$ cat config.mk
export PLATFORM = sky130hd
export DESIGN_NAME = errpin_ctrl
export DESIGN_NICKNAME = d
export VERILOG_FILES = /design/src/rtl/errpin_pkg.sv /design/src/rtl/errpin_evt_cap.sv /design/src/rtl/errpin_lowtime.sv /design/src/rtl/errpin_fsm.sv /design/src/rtl/errpin_ctrl.sv
export SDC_FILE = /design/constraint.sdc
export NUM_CORES = 1
export LEC_CHECK = 0
export ABC_AREA = 1
export BUFFER_PORTS_ARGS = -buffer_cell sky130_fd_sc_hd__clkbuf_2
export CORE_ASPECT_RATIO = 1.25
export CORE_MARGIN = 2
export CORE_UTILIZATION = 45
export DETAILED_ROUTE_END_ITERATION = 10
export PLACE_DENSITY_LB_ADDON = 0.05
export REMOVE_ABC_BUFFERS = 1
export SLEW_MARGIN = 20
export SYNTH_ARGS = -nofsm -noshare
export SYNTH_HDL_FRONTEND = slang
export SYNTH_SLANG_ARGS = --single-unit
$ cat constraint.sdc
create_clock -name clk -period 1.5 [get_ports clk]
set_clock_uncertainty 0.05 [all_clocks]
set_input_delay 0.3 -clock clk [delete_from_list [all_inputs] [get_ports clk]]
set_output_delay 0.3 -clock clk [all_outputs]
set_load 0.02 [all_outputs]
$ cat src/rtl/errpin_pkg.sv
`timescale 1ns/1ps
package errpin_pkg;

   // Pin controller states; only PIN_IDLE drives the pin high.
   typedef enum logic [1:0] {
      PIN_IDLE  = 2'd0,
      PIN_HELD  = 2'd1,
      PIN_ARMED = 2'd2
   } pin_state_e;

   // Reduction helper used by the event capture stage.
   function automatic logic any_set(input logic [63:0] vec);
      return |vec;
   endfunction

endpackage

$ cat src/rtl/errpin_evt_cap.sv
`timescale 1ns/1ps
module errpin_evt_cap #(
   parameter int N_EVT   = 8,
   parameter int EVT_REG = 0
) (
   input  logic             clk,
   input  logic             rst_n,
   input  logic [N_EVT-1:0] evt_i,
   input  logic [N_EVT-1:0] evt_en_i,
   input  logic             sts_w1c_i,
   input  logic [N_EVT-1:0] sts_wdata_i,
   output logic             hit_o,
   output logic [N_EVT-1:0] sts_o
);
   import errpin_pkg::*;

   localparam int PADW = 64 - N_EVT;

   logic [N_EVT-1:0] masked;
   logic [N_EVT-1:0] stage;
   logic [N_EVT-1:0] sts_q;

   assign masked = evt_i & evt_en_i;

   generate
      if (EVT_REG != 0) begin : g_evt_reg
         logic [N_EVT-1:0] masked_q;
         always_ff @(posedge clk or negedge rst_n) begin
            if (!rst_n) masked_q <= '0;
            else        masked_q <= masked;
         end
         assign stage = masked_q;
      end else begin : g_evt_comb
         assign stage = masked;
      end
   endgenerate

   generate
      if (PADW > 0) begin : g_pad
         assign hit_o = any_set({{PADW{1'b0}}, stage});
      end else begin : g_nopad
         assign hit_o = any_set(stage[63:0]);
      end
   endgenerate

   // Status bits: set has priority over write-one-to-clear.
   for (genvar i = 0; i < N_EVT; i++) begin : g_sts
      always_ff @(posedge clk or negedge rst_n) begin
         if (!rst_n)
            sts_q[i] <= 1'b0;
         else if (stage[i])
            sts_q[i] <= 1'b1;
         else if (sts_w1c_i && sts_wdata_i[i])
            sts_q[i] <= 1'b0;
      end
   end

   assign sts_o = sts_q;

endmodule

$ cat src/rtl/errpin_lowtime.sv
`timescale 1ns/1ps
module errpin_lowtime #(
   parameter int CNT_W = 16
) (
   input  logic             clk,
   input  logic             rst_n,
   input  logic             load_i,
   input  logic [CNT_W-1:0] preload_i,
   output logic             zero_o
);
   logic [CNT_W-1:0] cnt_q;

   always_ff @(posedge clk or negedge rst_n) begin
      if (!rst_n)
         cnt_q <= '0;
      else if (load_i)
         cnt_q <= preload_i;
      else if (cnt_q != '0)
         cnt_q <= cnt_q - 1'b1;
   end

   assign zero_o = (cnt_q == '0);

endmodule

$ cat src/rtl/errpin_fsm.sv
`timescale 1ns/1ps
module errpin_fsm #(
   parameter int              KEY_W       = 4,
   parameter logic [KEY_W-1:0] RELEASE_KEY = 4'h5
) (
   input  logic             clk,
   input  logic             rst_n,
   input  logic             hit_i,
   input  logic             cnt_zero_i,
   input  logic             key_we_i,
   input  logic [KEY_W-1:0] key_wdata_i,
   output logic             err_n_o,
   output logic             pend_o
);
   import errpin_pkg::*;

   pin_state_e state_q, state_d;
   logic       err_n_q;
   logic       key_ok;

   assign key_ok = key_we_i && (key_wdata_i == RELEASE_KEY);

   always_comb begin
      state_d = state_q;
      unique case (state_q)
         PIN_IDLE:  if (hit_i) state_d = PIN_HELD;
         PIN_HELD:  if (!hit_i && key_ok) state_d = PIN_ARMED;
         PIN_ARMED: begin
            if (hit_i)           state_d = PIN_HELD;
            else if (cnt_zero_i) state_d = PIN_IDLE;
         end
         default:   state_d = PIN_HELD;
      endcase
   end

   always_ff @(posedge clk or negedge rst_n) begin
      if (!rst_n) begin
         state_q <= PIN_IDLE;
         err_n_q <= 1'b1;
      end else begin
         state_q <= state_d;
         err_n_q <= (state_d == PIN_IDLE);
      end
   end

   assign err_n_o = err_n_q;
   assign pend_o  = (state_q == PIN_ARMED);

endmodule

$ cat src/rtl/errpin_ctrl.sv
`timescale 1ns/1ps
module errpin_ctrl #(
   parameter int               N_EVT       = 8,
   parameter int               CNT_W       = 16,
   parameter int               KEY_W       = 4,
   parameter logic [KEY_W-1:0] RELEASE_KEY = 4'h5,
   parameter int               EVT_REG     = 0
) (
   input  logic             clk,
   input  logic             rst_n,
   input  logic [N_EVT-1:0] evt_i,
   input  logic [N_EVT-1:0] evt_en_i,
   input  logic             key_we_i,
   input  logic [KEY_W-1:0] key_wdata_i,
   input  logic             sts_w1c_i,
   input  logic [N_EVT-1:0] sts_wdata_i,
   input  logic [CNT_W-1:0] low_time_i,
   output logic [N_EVT-1:0] sts_o,
   output logic             rel_pend_o,
   output logic             err_n_o
);

   generate
      if (N_EVT < 1 || N_EVT > 64) begin : g_bad_nevt
         $error("errpin_ctrl: N_EVT must be 1..64");
      end
      if (CNT_W < 1 || CNT_W > 32) begin : g_bad_cntw
         $error("errpin_ctrl: CNT_W must be 1..32");
      end
      if (KEY_W < 2) begin : g_bad_keyw
         $error("errpin_ctrl: KEY_W must be at least 2");
      end
      if (RELEASE_KEY == '0) begin : g_bad_key
         $error("errpin_ctrl: RELEASE_KEY must be non-zero");
      end
   endgenerate

   logic hit;
   logic cnt_zero;

   errpin_evt_cap #(
      .N_EVT   (N_EVT),
      .EVT_REG (EVT_REG)
   ) cap_i (
      .clk         (clk),
      .rst_n       (rst_n),
      .evt_i       (evt_i),
      .evt_en_i    (evt_en_i),
      .sts_w1c_i   (sts_w1c_i),
      .sts_wdata_i (sts_wdata_i),
      .hit_o       (hit),
      .sts_o       (sts_o)
   );

   errpin_lowtime #(
      .CNT_W (CNT_W)
   ) lt_i (
      .clk       (clk),
      .rst_n     (rst_n),
      .load_i    (hit),
      .preload_i (low_time_i),
      .zero_o    (cnt_zero)
   );

   errpin_fsm #(
      .KEY_W       (KEY_W),
      .RELEASE_KEY (RELEASE_KEY)
   ) fsm_i (
      .clk         (clk),
      .rst_n       (rst_n),
      .hit_i       (hit),
      .cnt_zero_i  (cnt_zero),
      .key_we_i    (key_we_i),
      .key_wdata_i (key_wdata_i),
      .err_n_o     (err_n_o),
      .pend_o      (rel_pend_o)
   );

endmodule

# == Word level (Yosys, flattened, before mapping) ==
# Cells that the tools add are included.
# totals
ff_bits,27
latch_bits,0
mem_bits_rw,0
romBits,0
in_bits,48
out_inout_bits,10
word_cells,64
n_memories,0
# classes
n_addsub,1
n_mul,0
div_mod_pow,0
order_cmp,0
n_eq_ne,3
n_shift,0
n_mux,23
n_bitwise,1
reduce_logical,25
# op_table
cell,n
$mux W16,2
$reduce_bool A2 Y1,9
$logic_not A16 Y1,1
$mux W1,16
$reduce_bool A16 Y1,1
$sub A16 B1 Y16 const B,1
$logic_and A1 B1 Y1,10
$and A8 B8 Y8,1
$mux W2,4
$reduce_or A8 Y1,1
$pmux W2 S3,1
$eq A4 B3 Y1 const B,1
$logic_not A2 Y1,2
$eq A2 B1 Y1 const B,1
$eq A2 B2 Y1 const B,1
$logic_not A1 Y1,1

# == Logic depth before layout (Yosys ltp) ==
# logic_depth
depth_word,7
ltp_mapped,9
ltp_nobuf,9

# == Cells and area by module ==
# A second synthesis with hierarchy kept.
# hier_totals
cells_unflattened,238
area_unflattened_um2,1697.9
# modules_own_cells
mod,instances,cells_each,area_each_um2,seq_area_each_um2
errpin_lowtime,1,167,1184.9,400.4
errpin_evt_cap,1,48,351.6,200.2
errpin_fsm,1,23,161.4,76.3

# == Least setup slack after synthesis ==
# Ideal clock, no wire load.
# synth_path
path_type,flip-flop to flip-flop
startpoint,register lt_i.cnt_q[0]
endpoint,register lt_i.cnt_q[0]
setup_time_ns,0.118
arrival_ns,1.326
required_time_ns,1.332
path_slack_ns,0.006
path_stages_with_launch,10
path_buffers,0
synth_period_minus_slack_ns,1.494
cell_sequence,dfrtp_1 inv_1 ha_1 nand2_2 nor2_4 nand2_4 nor2_8 inv_4 nand2_1 o21ai_2
# synth_between
elab_chain_cells,3
word_cells_on_any_way,5
cone_classes,1 x add/sub; 2 x mux; 2 x reduce/logical
# synth_lines
item,line_no,text
"start, declared",errpin_lowtime.sv:11,logic [CNT_W-1:0] cnt_q;
"start signal, assigned",errpin_lowtime.sv:17,cnt_q <= preload_i;
"start signal, assigned",errpin_lowtime.sv:19,cnt_q <= cnt_q - 1'b1;
$sub A16 B1 Y16,errpin_lowtime.sv:19,
$mux W16,errpin_lowtime.sv:18,else if (cnt_q != '0)
$mux W16,errpin_lowtime.sv:16,else if (load_i)
# Several ways; a longest one is shown, not always the timed one. The select of a mux whose other input is x is not followed.
# A chain may end at the register's enable or synchronous reset.

# == Final worst setup path ==
# layout_path
startpoint,register lt_i.cnt_q[1]
endpoint,register lt_i.cnt_q[6]
# Same word-level chain as after synthesis.

==> load_flow_metrics.sql <==
INSERT INTO impl_metrics (metric_group, metric, value, unit) VALUES
('routing', 'detail_route.wl_per_cell', '10.7', 'µm'),
('cts', 'tritoncts.num_buffers', '3', ''),
('cts', 'clkLatencyLatePin', '280', 'ps'),
('timing', 'setup_viol', '0', ''),
('die', 'core', '0.00351', 'mm²'),
('routing', 'vias_per_cell', '4.90', ''),
('finish', 'fin_area', '0.00216', 'mm²'),
('die', 'std_cell_rows', '24', ''),
('power_and_ir_drop', 'power.ir.vdd_worst', '0.000502', 'V'),
('finish', 'final_cells', '348', ''),
('power_and_ir_drop', 'power.share.switching', '0.317', ''),
('grt', 'pin_count_of_the_biggest_net_entering_global_routing', '28', ''),
('finish', 'antenna_cells', '0', ''),
('timing', 'final_hold_vio_count', '0', ''),
('power_and_ir_drop', 'power_leakage', '1.20', 'nW'),
('finish', 'drive_gt1_frac', '0.340', ''),
('worst_setup_path', 'worstPathArrival', '1640', 'ps'),
('cts', 'clk_path_buf_depth', '2', ''),
('die', 'fp.dieArea', '0.00417', 'mm²'),
('timing', 'slew-limit-headroom', '0.773', ''),
('power_and_ir_drop', 'totalPowerFinal', '1.70', 'mW'),
('routing', 'route.antenna.remaining_nets', '0', ''),
('status', 'run_status', 'completed', ''),
('die', 'starting_density_of_the_core', '0.470', ''),
('synthesis', 'synth_top_cell_area_share', '0.394', ''),
('timing', 'finalWorstSetupSlack', '25.2', 'ps'),
('placement', 'routabilityCongestion', '0.827', ''),
('grt', 'grt_pass1_vias', '1641', ''),
('timing', 'part_of_the_cycle_the_worst_path_needs', '0.983', ''),
('finish', 'area_growth_syn_to_layout', '30.9', '%'),
('min_path', 'hp-class', 'input port to flop', ''),
('worst_setup_path', 'critical_path_class', 'flop to flop', ''),
('placement', 'dp_area', '0.00205', 'mm²'),
('worst_setup_path', 'sort_of_element_at_the_start_of_the_critical_path', 'flop', ''),
('cts', 'ctsHtreeMaxLevel', '1', ''),
('power_and_ir_drop', 'power.switching', '541', 'µW'),
('routing', 'remaining_drc_errors', '0', ''),
('die', 'floorplan.io_pins', '58', ''),
('run', 'maxCapViolations', '0', ''),
('power_and_ir_drop', 'power.share.clock', '0.260', ''),
('routing', 'detailroute.via_count', '1704', ''),
('synthesis', 'async_reset_ff_frac', '1.00', ''),
('timing', 'pins_over_their_slew_limit', '0', ''),
('cts', 'cts.sinks', '27', ''),
('routing', 'postRouteWirelength', '3710', 'µm'),
('finish', 'fill_cells', '349', ''),
('grt', 'antenna_found_initial', '0', ''),
('synthesis', 'synth.cells.most_frequent', 'sky130_fd_sc_hd__nand2_1, sky130_fd_sc_hd__nor2_1, sky130_fd_sc_hd__dfrtp_1', ''),
('synthesis', 'synth_area_per_cell', '6.97', 'µm²'),
('synthesis', 'synth_top_cell_by_area', 'sky130_fd_sc_hd__dfrtp_1', ''),
('synthesis', 'ys_seq_area_frac', '0.410', ''),
('synthesis', 'number_of_enable_type_register_cells_in_the_synthesized_netlist', '0', ''),
('timing', 'layout_min_cycle_time', '1470', 'ps'),
('power_and_ir_drop', 'p_seq_frac', '0.498', ''),
('synthesis', 'synthesis.instances', '237', ''),
('grt', 'grt_usage', '0.203', ''),
('placement', 'dpl_worst_slack', '8.71', 'ps'),
('finish', 'nNetsFinal', '359', ''),
('worst_setup_path', 'critPathCaptureType', 'flop', ''),
('power_and_ir_drop', 'power_per_cell_area', '788', 'mW/mm²'),
('placement', 'port_buffers', '57', ''),
('die', 'die_height', '71.7', 'µm'),
('power_and_ir_drop', 'cellInternalPower', '1.16', 'mW'),
('worst_setup_path', 'worst-path-max-fanout', '5', ''),
('routing', 'drt_first_pass_iters', '4', ''),
('timing', 'clock.fmax', '678', 'MHz'),
('synthesis', 'yosysMostFrequentCell', 'sky130_fd_sc_hd__nand2_1', ''),
('synthesis', 'yosys_register_bits', '27', ''),
('worst_setup_path', 'worst-endpoint-required', '1670', 'ps'),
('placement', 'placed_cells_incl_taps', '342', ''),
('cts', 'clk_root_buffer_cell', 'sky130_fd_sc_hd__clkbuf_8', '');
-- through the flow --
step / util / hold slack [ps] / setup TNS, ps
after floorplan: - / -45.6 / 0
after global placement: 0.584 / 270 / 0
after detailed placement: 0.584 / 272 / 0
after CTS: 0.606 / 176 / 0
after global routing: 0.615 / 183 / -225
final: 0.615 / 177 / 0
-- cell families after synthesis --
group	synth area share
DFF	0.410
xor gates and xnor gates	0.00530
and+or+nand+nor	0.430
buffers and inverters	0.0697
adders and majority gates	0.00757
AOI/OAI and AO/OA	0.0773
-- path summary, 6_finish.rpt --
check | depth (start not counted) | to | from | slack (ps)
worst min-delay path | 3 | cap_i.sts_o[3] | evt_en_i[3] | 180
max in group asynchronous | 3 | fsm_i.err_n_o | rst_n | 610
worst min register to register | 2 | cap_i.sts_o[0] | cap_i.sts_o[0] | 430
min in group asynchronous | 3 | lt_i.cnt_q[7] | rst_n | 490
worst max-delay path | 8 | lt_i.cnt_q[6] | lt_i.cnt_q[1] | 30
worst max register to register | 8 | lt_i.cnt_q[6] | lt_i.cnt_q[1] | 30
-- layout make-up --
type	count	area, µm²	share of cell area
multi-input combinational	185	903	0.418
timing repair buffer	72	400	0.185
clock inverter	1	7.51	0.00347
sequential	27	677	0.313
inverter	21	83.8	0.0388
tap	39	48.8	0.0226
clock buffer	3	41.3	0.0191
-- registers in the layout, summed over array words and instances, names as in the netlist --
signal,cells
cap_i.sts_o,8
fsm_i.state_q,2
lt_i.cnt_q,16
fsm_i.err_n_o,1
-- per-layer routing --
layer  share of wire  GRT usage
met3           0.063     0.0271
met1            0.40      0.243
met5               0          0
met2            0.52      0.370
met4           0.013     0.0620
-- placed cells by master, fill, tap and decap left out, drive strengths merged, types with 2 or more instances in the layout --
master  netlist  routed
a21oi        10      10
buf           3      14
clkbuf        1      60
dfrtp        26      26
inv          21      21
nand2        94      94
nand3        12      12
nand4         2       2
nor2         46      46
o21ai        10      10
or2           4       4
-- repair_timing --
item,in CTS,in global routing
setup endpoints to repair,3,13
pin swaps,3,3
hold buffers,1,0
resized for setup,5,8
buffers inserted,0,1
hold endpoints to repair,26,0
-- power groups by stage --
| stage | combinational, mW | clock (mW) | sequential, mW |
|---|---|---|---|
| floorplan | 0.193 | 0 | 0.879 |
| global placement | 0.390 | 0 | 0.857 |
| detailed placement | 0.396 | 0 | 0.856 |
| CTS | 0.408 | 0.451 | 0.845 |
| global route | 0.469 | 0.480 | 0.858 |
| finish | 0.412 | 0.443 | 0.849 |
-- worst max-delay path, stage by stage, from the launching register on --
cell and delay, ps:
sky130_fd_sc_hd__dfrtp_1 400, sky130_fd_sc_hd__inv_2 80, sky130_fd_sc_hd__ha_4 150, sky130_fd_sc_hd__nand2_4 60
sky130_fd_sc_hd__buf_4 160, sky130_fd_sc_hd__nor2_4 150, sky130_fd_sc_hd__xor2_1 170, sky130_fd_sc_hd__nand2_1 80
sky130_fd_sc_hd__a21oi_2 110
Note: power is estimated with default switching activity, not from simulation.
